<file path="config.mk">
export PLATFORM = sky130hd
export DESIGN_NAME = hdlc_rx_deframer
export DESIGN_NICKNAME = d
export VERILOG_FILES = /design/src/rtl/hdlc_rx_pkg.sv /design/src/rtl/hdlc_rx_line.sv /design/src/rtl/hdlc_rx_crc.sv /design/src/rtl/hdlc_rx_deframer.sv
export SDC_FILE = /design/constraint.sdc
export NUM_CORES = 1
export LEC_CHECK = 0
export ABC_CLOCK_PERIOD_IN_PS = 2200
export BUFFER_PORTS_ARGS = -buffer_cell sky130_fd_sc_hd__buf_2
export CORE_MARGIN = 4
export CORE_UTILIZATION = 45
export CTS_CLUSTER_DIAMETER = 50
export CTS_CLUSTER_SIZE = 28
export DETAILED_ROUTE_END_ITERATION = 10
export HOLD_SLACK_MARGIN = 0.15
export RECOVER_POWER = 100
export SETUP_SLACK_MARGIN = 0.2
export SLEW_MARGIN = 20
export SYNTH_ARGS = -nofsm -noshare
export SYNTH_HDL_FRONTEND = slang
export SYNTH_SLANG_ARGS = --single-unit
export TNS_END_PERCENT = 10
</file>
<file path="constraint.sdc">
create_clock -name clk -period 2.2 [get_ports clk]
set_input_delay 0.44 -clock clk [delete_from_list [all_inputs] [get_ports clk]]
set_output_delay 0.44 -clock clk [all_outputs]
set_load 0.01 [all_outputs]
</file>
<file path="src/rtl/hdlc_rx_pkg.sv">
package hdlc_rx_pkg;
  // Status byte bit positions, decoded by the user logic.
  localparam int ST_FCS_BAD  = 0;
  localparam int ST_ABORT    = 1;
  localparam int ST_ODD_BITS = 2;
  localparam int ST_OVERRUN  = 3;
  localparam int OCTET_W     = 8;
endpackage

</file>
<file path="src/rtl/hdlc_rx_line.sv">
// Line-level decoding: flag match, run-of-ones tracking, zero removal tags,
// and an eight-bit delay window so that flag bits never reach the octet packer.
module hdlc_rx_line #(
  parameter int STUFF_RUN = 5,
  parameter int ABORT_RUN = 7,
  parameter int IDLE_RUN  = 15,
  parameter logic [7:0] FLAG = 8'h7E
) (
  input  logic clk,
  input  logic rst,
  input  logic rx_bit,
  output logic bit_out,
  output logic bit_vld,
  output logic flag_hit,
  output logic abort_hit,
  output logic line_idle
);
  localparam int RUN_W = $clog2(IDLE_RUN + 1);
  localparam logic [RUN_W-1:0] K_STUFF = RUN_W'(STUFF_RUN);
  localparam logic [RUN_W-1:0] K_PRE_ABORT = RUN_W'(ABORT_RUN - 1);
  localparam logic [RUN_W-1:0] K_IDLE = RUN_W'(IDLE_RUN);

  logic [7:0]       win, tag;
  logic [RUN_W-1:0] run, run_n;
  logic             stuffed;

  always_comb begin
    if (!rx_bit)           run_n = '0;
    else if (run >= K_IDLE) run_n = run;
    else                   run_n = run + 1'b1;
    stuffed   = !rx_bit && (run == K_STUFF);
    flag_hit  = ({win[6:0], rx_bit} == FLAG);
    abort_hit = rx_bit && (run == K_PRE_ABORT);
    bit_out   = win[7];
    bit_vld   = tag[7];
  end

  always_ff @(posedge clk) begin
    if (rst) begin
      win       <= '0;
      tag       <= '0;
      run       <= '0;
      line_idle <= 1'b0;
    end else begin
      win       <= {win[6:0], rx_bit};
      tag       <= flag_hit ? 8'h00 : {tag[6:0], !stuffed};
      run       <= run_n;
      line_idle <= (run_n >= K_IDLE);
    end
  end

  // a zero on the line always removes the idle indication next cycle
  a_r8_zero_clears_idle: assert property (@(posedge clk) disable iff (rst)
    !rx_bit |=> !line_idle);
  // an abort can only be flagged when the previous line bit was a one
  a_r7_abort_follows_one: assert property (@(posedge clk) disable iff (rst)
    abort_hit |-> $past(rx_bit));
endmodule

</file>
<file path="src/rtl/hdlc_rx_crc.sv">
// Bit-serial CRC, least-significant bit first, with a look-ahead output.
module hdlc_rx_crc #(
  parameter int W = 16,
  parameter logic [W-1:0] POLY_R = 16'hA001,
  parameter logic [W-1:0] INIT   = '1
) (
  input  logic         clk,
  input  logic         rst,
  input  logic         clr,
  input  logic         en,
  input  logic         din,
  output logic [W-1:0] crc_q,
  output logic [W-1:0] crc_d
);
  always_comb begin
    if (en) crc_d = {1'b0, crc_q[W-1:1]} ^ ((crc_q[0] ^ din) ? POLY_R : '0);
    else    crc_d = crc_q;
  end

  always_ff @(posedge clk) begin
    if (rst || clr) crc_q <= INIT;
    else            crc_q <= crc_d;
  end
endmodule

</file>
<file path="src/rtl/hdlc_rx_deframer.sv">
module hdlc_rx_deframer #(
  parameter int FCS_W = 16,
  parameter logic [FCS_W-1:0] CRC_POLY_R = 16'hA001,
  parameter int STUFF_RUN = 5,
  parameter int ABORT_RUN = 7,
  parameter int IDLE_RUN  = 15
) (
  input  logic       clk,
  input  logic       rst,
  input  logic       rx_bit,
  input  logic       space_ok,
  output logic [7:0] rx_data,
  output logic       rx_ready,
  output logic       rx_sof,
  output logic       rx_eof,
  output logic       rx_status,
  output logic       line_idle
);
  import hdlc_rx_pkg::*;

  localparam int MIN_BYTES = FCS_W / OCTET_W;
  localparam int NB_W = $clog2(MIN_BYTES + 1);
  localparam logic [NB_W-1:0] K_MIN = NB_W'(MIN_BYTES);

  logic bit_out, bit_vld, flag_hit, abort_hit;
  logic [FCS_W-1:0] crc_q, crc_d;

  logic             in_frame, held_v, released, overrun, stat_pend;
  logic [2:0]       bitcnt, bitcnt_n;
  logic [7:0]       acc, acc_n, held, held_n, out_byte, stat_q, stat_n;
  logic [NB_W-1:0]  nbytes, nbytes_n;
  logic             commit, byte_done, push, held_v_n, frame_end, frame_abort;
  logic             last_out, deliver, released_n, ovr_n, report;

  hdlc_rx_line #(
    .STUFF_RUN(STUFF_RUN), .ABORT_RUN(ABORT_RUN), .IDLE_RUN(IDLE_RUN)
  ) i_line (
    .clk(clk), .rst(rst), .rx_bit(rx_bit),
    .bit_out(bit_out), .bit_vld(bit_vld), .flag_hit(flag_hit),
    .abort_hit(abort_hit), .line_idle(line_idle)
  );

  hdlc_rx_crc #(.W(FCS_W), .POLY_R(CRC_POLY_R)) i_crc (
    .clk(clk), .rst(rst), .clr(flag_hit || frame_abort),
    .en(commit), .din(bit_out), .crc_q(crc_q), .crc_d(crc_d)
  );

  always_comb begin
    commit      = in_frame && bit_vld;
    acc_n       = {bit_out, acc[7:1]};
    byte_done   = commit && (bitcnt == 3'd7);
    push        = commit && (bitcnt == 3'd0) && held_v;
    bitcnt_n    = commit ? bitcnt + 3'd1 : bitcnt;
    held_n      = byte_done ? acc_n : held;
    held_v_n    = byte_done ? 1'b1 : (push ? 1'b0 : held_v);
    nbytes_n    = (byte_done && nbytes != K_MIN) ? nbytes + 1'b1 : nbytes;
    frame_end   = in_frame && flag_hit;
    frame_abort = in_frame && abort_hit && !flag_hit;
    last_out    = frame_end && (bitcnt_n == 3'd0) && held_v_n && (nbytes_n == K_MIN);
    deliver     = push || last_out;
    out_byte    = push ? held : held_n;
    released_n  = released || deliver;
    ovr_n       = overrun || (deliver && !space_ok);
    report      = (frame_end || frame_abort) && released_n;
    stat_n      = '0;
    stat_n[ST_OVERRUN] = ovr_n;
    if (frame_abort) begin
      stat_n[ST_ABORT] = 1'b1;
    end else begin
      stat_n[ST_FCS_BAD]  = (crc_d != '0);
      stat_n[ST_ODD_BITS] = (bitcnt_n != 3'd0);
    end
  end

  always_ff @(posedge clk) begin
    if (rst) begin
      rx_data   <= '0;
      rx_ready  <= 1'b0;
      rx_sof    <= 1'b0;
      rx_eof    <= 1'b0;
      rx_status <= 1'b0;
      stat_pend <= 1'b0;
      stat_q    <= '0;
      in_frame  <= 1'b0;
      bitcnt    <= '0;
      acc       <= '0;
      held      <= '0;
      held_v    <= 1'b0;
      nbytes    <= '0;
      released  <= 1'b0;
      overrun   <= 1'b0;
    end else begin
      rx_ready  <= 1'b0;
      rx_sof    <= 1'b0;
      rx_eof    <= 1'b0;
      rx_status <= 1'b0;
      if (deliver && space_ok) begin
        rx_ready <= 1'b1;
        rx_data  <= out_byte;
        rx_sof   <= !released;
        rx_eof   <= last_out;
      end else if (stat_pend) begin
        rx_status <= 1'b1;
        rx_data   <= stat_q;
      end
      stat_pend <= report;
      if (report) stat_q <= stat_n;

      if (flag_hit || frame_abort) begin
        in_frame <= flag_hit;
        bitcnt   <= '0;
        held_v   <= 1'b0;
        nbytes   <= '0;
        released <= 1'b0;
        overrun  <= 1'b0;
      end else if (in_frame) begin
        if (commit) acc <= acc_n;
        bitcnt   <= bitcnt_n;
        held     <= held_n;
        held_v   <= held_v_n;
        nbytes   <= nbytes_n;
        released <= released_n;
        overrun  <= ovr_n;
      end
    end
  end

  // data and status never share a cycle on the bus
  a_r12_ready_status_excl: assert property (@(posedge clk) disable iff (rst)
    !(rx_ready && rx_status));
  // markers only travel with a delivered octet
  a_r4_sof_with_ready: assert property (@(posedge clk) disable iff (rst)
    rx_sof |-> rx_ready);
  a_r4_eof_with_ready: assert property (@(posedge clk) disable iff (rst)
    rx_eof |-> rx_ready);
  // the status byte directly follows the end marker
  a_r5_status_after_eof: assert property (@(posedge clk) disable iff (rst)
    rx_eof |=> rx_status);
  // no octet is presented unless the user had space
  a_r9_ready_needs_space: assert property (@(posedge clk) disable iff (rst)
    rx_ready |-> $past(space_ok));
  // an abort leaves frame mode
  a_r7_abort_leaves_frame: assert property (@(posedge clk) disable iff (rst)
    frame_abort |=> !in_frame);
endmodule

</file>
Yosys cells after proc, flatten, opt, wreduce, memory -nomap -nowiden
Cells that the tools add are included.
Widths: inputs -> output; s select.
{ "op_classes": {"addsub": 3, "n_bitwise": 4, "muxes": 17, "n_reduce_logical": 38, "n_lt_le_gt_ge": 2, "eq_ne": 6} }
{ "op_table": {"columns": ["op", "count"], "rows": [
  ["$mux 16", 2],
  ["$mux 8", 4],
  ["$logic_and 1x1->1", 16],
  ["$reduce_bool 16->1", 1],
  ["$xor 15x16->16", 1],
  ["$eq 4x3->1 const B", 2],
  ["$eq 8x7->1 const B", 1],
  ["$ge 4x4->1 const B", 2],
  ["$mux 4", 2],
  ["$reduce_or 2->1", 4],
  ["$mux 1", 7],
  ["$logic_not 3->1", 2],
  ["$logic_or 1x1->1", 6],
  ["$logic_not 1->1", 5],
  ["$add 4x1->4 const B", 1],
  ["$add 3x1->3 const B", 1],
  ["$eq 3x3->1 const B", 1],
  ["$mux 3", 1],
  ["$reduce_and 3->1", 1],
  ["$reduce_bool 3->1", 1],
  ["$add 2x1->2 const B", 1],
  ["$eq 2x2->1 const B", 1],
  ["$mux 2", 1],
  ["$ne 2x2->1 const B", 1],
  ["4 further kinds", 5]
]} }
{ "word_totals": {"ff_bits": 79, "inputBits": 4, "elab_cells": 90, "output_inout_bits": 13} }

Depth between registers and ports, before layout
Gate-level depths: netlist (run 1).
{ "depth": {"ltp_word": 11, "ltp_mapped": 8, "depth_no_buf": 7} }

By module
Synthesis (run 1) repeated with hierarchy kept, for this count alone.
{ "unflattened": {"hier_cells": 334, "hier_area_um2": 3329.4} }
{ "modules_own_cells": {"columns": ["module", "cells_each", "area_per_inst_um2", "n_inst"], "rows": [
  ["hdlc_rx_deframer", 206, 1908.1, 1],
  ["hdlc_rx_line", 67, 743.2, 1],
  ["hdlc_rx_crc", 61, 678.2, 1]
]} }

Least setup slack after synthesis (run 1)
Ideal clock, no wire load.
{ "synth_timing": {"path_kind": "register to register", "startpoint": "register bitcnt[0]", "endpoint": "register stat_q[2]", "stages_incl_launch_ff": 9, "required_time_ns": 2.128, "setup_slack_ns": -0.010, "arrival_time_ns": 2.139, "path_buffers": 1, "cell_sequence": "dfxtp_1 -> ha_1 -> ha_1 -> and4b_1 -> mux2i_1 -> or4b_1 -> buf_2 -> a21oi_1 -> mux2i_1"} }
{ "synth_via": {"elab_chain_cells": 10} }
{ "synth_lines": {"columns": ["item", "line", "text"], "rows": [
  ["from (decl)", "hdlc_rx_deframer.sv:29", "logic [2:0] bitcnt, bitcnt_n;"],
  ["from (signal assigned)", "hdlc_rx_deframer.sv:118", "bitcnt <= bitcnt_n;"],
  ["branches (longest 10 deep; another with $add 3x1->3)", null, null],
  ["to (signal assigned)", "hdlc_rx_deframer.sv:107", "if (report) stat_q <= stat_n;"],
  ["to (decl)", "hdlc_rx_deframer.sv:30", "logic [7:0] acc, acc_n, held, held_n, out_byte, stat_q, stat_n;"]
]} }
Parallel ways; which one is timed is not known.
A chain may end at the register's enable or synchronous reset.

Final worst setup path (run 1)
{ "layout_timing": {"startpoint": "register bitcnt[1]", "endpoint": "register rx_data[6]"} }
{ "layout_via": {"elab_chain_cells": 10} }
{ "layout_lines": {"columns": ["item", "line", "text"], "rows": [
  ["branches (longest 10 deep; another with $add 3x1->3)", null, null],
  ["to (signal assigned)", "hdlc_rx_deframer.sv:99", "rx_data <= out_byte;"],
  ["to (signal assigned)", "hdlc_rx_deframer.sv:104", "rx_data <= stat_q;"],
  ["to (decl)", "hdlc_rx_deframer.sv:12", "output logic [7:0] rx_data,"]
]} }
Parallel ways; which one is timed is not known.

==> results by group, run 1 <==
Run status
  • Outcome: complete, no violations

Die
  • Ports: 17
  • Die area: around 8600 sq um
  • Num rows: 30
  • Chip Height: 92.83 um
  • Chip Width: between 90 and 100 um
  • Initial Util: 0.4688
  • Core Area: 6907 sq um

Yosys
  • Most used DFF post-synth: dfxtp_1
  • Ys async rst share: 0
  • Simple-Gate Fraction of Synth Area: 0.2527
  • Yosys cell types: 42
  • Register area share after synthesis: 0.4822
  • Seq cells post-synth: 78
  • Mux cell area share after synthesis: 0.09196
  • EDFF count, synth: 0
  • Syn_nets: 377
  • Post-Syn Instances: approximately 370
  • Largest family of logic cells by synthesized area: simple AND/OR/NAND/NOR gates
  • Compound-Gate Fraction of Synth Area: 0.09351
  • Average size of a mapped cell: between 8 and 9 sq um
  • Synth Area in XOR/XNOR: 0.01893
  • Synthesized area: about 3200 sq um
  • Synth Area in Adders: 0.02705
  • Number of synthesis warnings: 0

CTS
  • Clk Latency, worst-skew pair: 340 ps
  • H-tree levels: 3
  • TritonCTS clock tree: done
  • CTS root buf: clkbuf_8
  • Hold_buf cts: 0
  • CTS Buffer Depth: 2
  • Clock slew at reported path FFs: 70 ps
  • CTS Sinks: 78
  • Cts bufs inserted: 9

Global route
  • GRT busiest layer: met2
  • Met1 GRT Util: 0.2253
  • Pin count of the biggest net entering global routing: 42
  • First-pass GRT wire length: 11570 um
  • Total GRT Usage: 0.1692
  • GRT overflow: 0
  • Initial antenna violation count: 0
  • Vias in the first global route: 2463
  • Global Route met3 Usage: 0.05037
  • Met2 Usage GRT: 0.2657

Power and ir drop
  • Int Pwr: 2.209 mW
  • Seq pwr share: 0.518
  • Power Dens Cells: 716.3 nW/um^2
  • Sw Share: 0.1940
  • NetSw: 531.7 uW
  • Peak supply drop: roughly 500 uV
  • Logic pwr share: 0.020
  • Total power: 2.741 mW
  • Clock network power share: 0.462
  • Leak Pwr: 1.583 nW

Finish
  • Synthesis-to-finish area growth: 18.16%
  • Ant. Diodes: 0
  • Fraction of layout cells with a size suffix above 1: 0.1340
  • NumNets Final: 410

Job
  • Max Cap Viol: 0

Critical path
  • Cell Chain, Critical Path: ha_4 -> ha_4 -> and4b_1 -> mux2i_4 -> nor4b_4 -> o21ai_4 -> mux2_2
  • CP required: approximately 2400 ps
  • Crit path launch type: register
  • Critical path class: register to register
  • CP max-delay cell: dfxtp_4
  • WP data arrival: 2330 ps
  • Crit end category: register
  • CP most frequent cell: ha_4
  • Worst path max stage delay: 380 ps
  • CP Max Fanout: 7

STA
  • Endpoints failing hold: 0
  • Post-layout min period: approximately 2100 ps
  • Unrepaired setup endpoints after global routing: true
  • Final Skew: 9.506 ps
  • Max transition margin: 0.4554
  • Period utilisation layout: 0.9518
  • Final Max Tran Viols: 0
  • Final setup violation count: 0
  • Setup TNS: 0 ps
  • Worst-Margin Slew: 817.0 ps
  • Fmax: around 480 MHz

Route
  • Routed Antenna Nets: 0
  • DRC viols: 0
  • Vias per Instance: 5.122
  • DR vias: 2556
  • DR WL/cell: 13.74 um
  • DRT iter0 DRCs: 89
  • Drt first pass iters: 4
  • WL final: approximately 6900 um

Placement
  • Post-DP HPWL: 4898 um
  • Placer Congestion: 0.8664
  • Port Buffers: 16

Worst hold path
  • Worst min-delay path category: input port to register
layout by cell type, fill, tap and decap left out, types with 4 or more instances in the layout:
cell      Yosys  layout
a21oi_1      18      17
nor3_1        4       4
clkbuf_1     14      20
clkbuf_8      0      10
nor2_1       39      38
nor2b_1      12      12
nand3_1      25      25
buf_4         0      15
ha_1          7       5
dfxtp_1      78      75
inv_1        11      11
o21ai_0       6       5
xnor2_1       7       7
mux2i_1      23      22
and3_1       11      11
mux2_2        6       5
nand2_1      57      57
Yosys cell counts, types with 2 or more instances:
master	count	area (sq um)
nor2b_1	12	75.07
and4b_1	2	20.02
nand4b_1	2	17.52
a22o_1	2	17.52
clkbuf_1	14	52.55
a22oi_1	3	22.52
nand3_1	25	125.1
and3_1	11	68.82
nor3_1	4	20.02
o21ai_0	6	30.03
mux2_2	6	67.56
nand3b_1	2	15.01
mux2i_1	23	230.2
buf_2	3	15.01
nor3b_1	3	22.52
inv_1	11	41.29
and2_1	3	18.77
a21oi_1	18	90.09
nor4_1	3	18.77
a31oi_1	4	25.02
dfxtp_1	78	1562
nand2b_1	3	18.77
ha_1	7	87.58
a211oi_1	3	22.52
nand2_1	57	214.0
nor2_1	39	146.4
xnor2_1	7	61.31
power groups by stage:
stage | Clock, mW | Combinational, mW | Sequential (mW)
floorplan | 0 | 0.0331 | 1.46
finish | 1.27 | 0.0538 | 1.42
CTS | 1.30 | 0.0567 | 1.42
global placement | 0 | 0.0551 | 1.46
detailed placement | 0 | 0.0558 | 1.46
global route | 1.35 | 0.0607 | 1.42
registers in the layout, summed over array words and instances (netlist names), 2 cells and up:
signal	cells
nbytes	2
acc	7
i_line.run	4
i_line.tag	8
stat_q	4
i_line.win	8
bitcnt	3
i_crc.crc_q	16
held	8
rx_data	8
through the flow:
step	worst slack [ps]	instances	hold slack [ps]	utilization	instance area, sq um
after floorplan	138.2	366	414.5	-	3281
after global placement	73.58	481	438.9	0.5150	3557
after detailed placement	2.934	481	450.6	0.5150	3557
after CTS	116.2	499	344.2	0.5594	3864
after global routing	4.585	499	361.3	0.5540	3826
final	106.0	499	367.1	0.5540	3826
logic make-up (layout without fill, tap and decap cells):
kind of cell             after synthesis  in the layout
buffers and inverters                 28             65
flip-flops                            78             78
XOR/XNOR                               7              7
AO/OA/AOI/OAI                         47             47
multiplexers                          29             29
adder cells (fa/ha/maj)                7              7
AND/OR/NAND/NOR                      170            170
routing by layer:
metal / share of wire / wire length (um)
met5: 0 / 0
met4: 0.011 / 74
met3: 0.032 / 222
met2: 0.45 / 3096
met1: 0.51 / 3463
final cells by class:
type                            instances  area (sq um)
Clock buffer                           11         141.4
Timing Repair Buffer                   39         209.0
Fill cell                             675          3080
Multi-Input combinational cell        260          1649
Inverter                               11         41.29
Clock inverter                          4         95.09
Tap cell                               96         120.1
Sequential cell                        78          1570
timing repair:
| item | 4_1_cts | 5_1_grt |
|---|---|---|
| buffers inserted | 3 | 0 |
| setup endpoints to repair | 33 | 20 |
| pin swaps | 3 | 3 |
| resized for setup | 10 | 3 |
final timing paths:
path                            depth (start not counted)          start  slack [ps]             to
worst min register to register                          1  i_line.tag[3]         460  i_line.tag[4]
worst min-delay path                                    3         rx_bit         370  i_line.tag[0]
worst max register to register                          7      bitcnt[1]         110     rx_data[6]
worst max-delay path                                    7      bitcnt[1]         110     rx_data[6]
critical path: cells and delay by family, from the launching register on:
kind,cells,cell delay (ps)
adders and majority gates,2,270
and+or+nand+nor,2,360
DFF,1,380
AOI/OAI and AO/OA,1,290
muxes,2,690
Power figures use the tool's default switching activity.
==> run 2: changes to the inputs <==
--- a/config.mk
+++ b/config.mk
@@ -13,6 +13,7 @@
 export CTS_CLUSTER_SIZE = 28
 export DETAILED_ROUTE_END_ITERATION = 10
 export HOLD_SLACK_MARGIN = 0.15
+export PLACE_DENSITY_LB_ADDON = 0.15
 export RECOVER_POWER = 100
 export SETUP_SLACK_MARGIN = 0.2
 export SLEW_MARGIN = 20
==> run 2 against run 1 <==
  * Clock power is 8% lower
  * Register-to-register slack about the same
  * Critical path type unchanged
  * Clock skew about the same
  * Worst hold slack got worse by 5.0 ps
  * Worst setup slack gained 3.9 ps
  * Critical path depth unchanged
==> results by group, run 2 (synthesis gave the netlist of run 1 again) <==
Run status
  • Outcome: complete, no violations (unchanged)

Global route
  • GRT overflow: 0 (unchanged)
  • First-pass GRT wire length: 11340 um (was 11570 um)
  • Vias in the first global route: 2321 (was 2463)
  • Total GRT Usage: 0.1670 (was 0.1692)
  • Initial antenna violation count: 0 (unchanged)
  • Pin count of the biggest net entering global routing: 42 (unchanged)

STA
  • Worst-Margin Slew: 681.7 ps (was 817.0 ps)
  • Unrepaired setup endpoints after global routing: true (unchanged)
  • Endpoints failing hold: 0 (unchanged)
  • Post-layout min period: 2090 ps (was 2094 ps)
  • Fmax: 478.5 MHz (was 477.6 MHz)
  • Final Skew: 9.229 ps (was 9.506 ps)
  • Final Max Tran Viols: 0 (unchanged)
  • Smallest setup slack after layout: 110.0 ps (was 106.0 ps)
  • Period utilisation layout: 0.9500 (was 0.9518)
  • Max transition margin: 0.5451 (was 0.4554)
  • Final setup violation count: 0 (unchanged)
  • Setup TNS: 0 ps (unchanged)

Critical path
  • WP data arrival: 2330 ps (about the same)
  • Worst setup path startpoint: bitcnt[0] (was bitcnt[1])
  • Reg2reg start: bitcnt[0] (was bitcnt[1])
  • CP Max Fanout: 4 (was 7)
  • Crit end category: register (unchanged)
  • Critical path class: register to register (unchanged)
  • CP required: 2440 ps (was 2430 ps)
  • Crit path launch type: register (unchanged)

Finish
  • Fraction of layout cells with a size suffix above 1: 0.1325 (was 0.1340)
  • Synthesis-to-finish area growth: 17.85% (was 18.16%)
  • Commonest non-fill, non-tap cell in the layout: dfxtp_1 (unchanged)
  • Ant. Diodes: 0 (unchanged)
  • Top reg by flops: i_crc.crc_q (unchanged)
  • Max FFs per register: 16 (unchanged)
  • Commonest non-fill, non-tap cells in the layout: dfxtp_1 (74), nand2_1 (57), nor2_1 (37) (was dfxtp_1 (75), nand2_1 (57), nor2_1 (38))
  • NumNets Final: 406 (was 410)
  • Core Util, Final: 0.5525 (was 0.5540)

CTS
  • Hold_buf cts: 0 (unchanged)
  • CTS Sinks: 78 (unchanged)
  • Clk Latency, worst-skew pair: 350 ps (was 340 ps)
  • H-tree levels: 3 (unchanged)
  • Clock slew at reported path FFs: 80 ps (was 70 ps)
  • CTS root buf: clkbuf_8 (unchanged)
  • TritonCTS clock tree: done (unchanged)
  • CTS Buffer Depth: 2 (unchanged)
  • Cts bufs inserted: 9 (unchanged)

Placement
  • Setup WS pre-CTS: 18.73 ps (was 2.934 ps)
  • Port Buffers: 16 (unchanged)
  • Placer Congestion: 0.8611 (was 0.8664)
  • Post-DP HPWL: 4732 um (was 4898 um)

Route
  • DR WL/cell: 13.61 um (was 13.74 um)
  • Vias per Instance: 5.091 (was 5.122)
  • Routed Antenna Nets: 0 (unchanged)
  • Drt first pass iters: 4 (unchanged)
  • WL final: 6753 um (was 6856 um)
  • DR vias: 2525 (was 2556)
  • DRC viols: 0 (unchanged)
  • DRT iter0 DRCs: 112 (was 89)

Die
  • Die area: 8617 sq um (unchanged)
  • Ports: 17 (unchanged)
  • Chip Width: 92.83 um (unchanged)
  • Core Area: 6907 sq um (unchanged)
  • Chip Height: 92.83 um (unchanged)
  • Initial Util: 0.4688 (unchanged)
  • Num rows: 30 (unchanged)

Job
  • Max Cap Viol: 0 (unchanged)

Worst hold path
  • Worst Hold Launch: rx_bit (unchanged)
  • Worst min-delay path category: input port to register (unchanged)

Power and ir drop
  • Total power: 2.640 mW (was 2.741 mW)
  • Leak Pwr: 1.552 nW (was 1.583 nW)
  • Power Dens Cells: 691.9 nW/um^2 (was 716.3 nW/um^2)
  • Peak supply drop: 598.5 uV (was 496.5 uV)
==> run 2: changes by cell type in the layout (fill, tap and decap cells not counted), sizes merged <==
cell	delta
clkinv	+1
inv	+1
clkinvlp	+2
bufinv	-1
buf	-3
clkbuf	-3
==> run 2: per-stage QoR <==
stage	hold slack, ps	instance area, sq um	instances
after CTS	347.8	3841	496
after detailed placement	446.1	3520	476
after global routing	360.2	3816	496
after global placement	443.3	3520	476
after floorplan	414.5	3281	366
final	362.1	3816	496
==> run 2: timing repair <==
item | 4_1_cts | 5_1_grt
pin swaps | 2 | 8
gates cloned | 0 | 0
hold endpoints to repair | 0 | 0
endpoints found under the setup margin | 42 | 42
setup buffers | 4 | 0
gates resized for setup | 15 | 12
==> run 2: area by class of cell <==
| cell class | instances | area, sq um |
|---|---|---|
| repair buffers | 35 | 180.2 |
| clock buffers | 9 | 123.9 |
| flip-flops and latches | 78 | 1572 |
| clock inverters | 7 | 97.59 |
| inverters | 11 | 41.29 |
| multi-input cells | 260 | 1682 |
| fillers | 657 | 3090 |
| well taps | 96 | 120.1 |
==> run 2: path summary, 6_finish.rpt <==
kind / slack, ps / end / cells past startpoint
setup / recovery: 110 / stat_q[0] / 7
hold / removal: 360 / i_line.tag[0] / 3
setup reg to reg: 110 / stat_q[0] / 7
hold reg to reg: 460 / i_line.win[7] / 1
==> run 2: report_power, final <==
part	switching, mW	internal (mW)	total [mW]
clock	0.526	0.642	1.17
combinational	0.0378	0.0149	0.0527
sequential	0.00379	1.42	1.42
==> run 2: worst max-delay path: stages, from the launching register on <==
cell,delay (ps)
dfxtp_4,360
ha_4,160
ha_4,160
and4b_1,220
mux2i_4,210
or4b_4,540
a21o_1,210
mux2i_1,120
==> run 2: routing by layer <==
metal,routed length (um),vias to the layer above,GRT usage
li1,-,1310,-
met4,65,0,0.05495
met1,3502,1173,0.2319
met3,233,4,0.04955
met2,2952,38,0.2472
met5,0,-,0
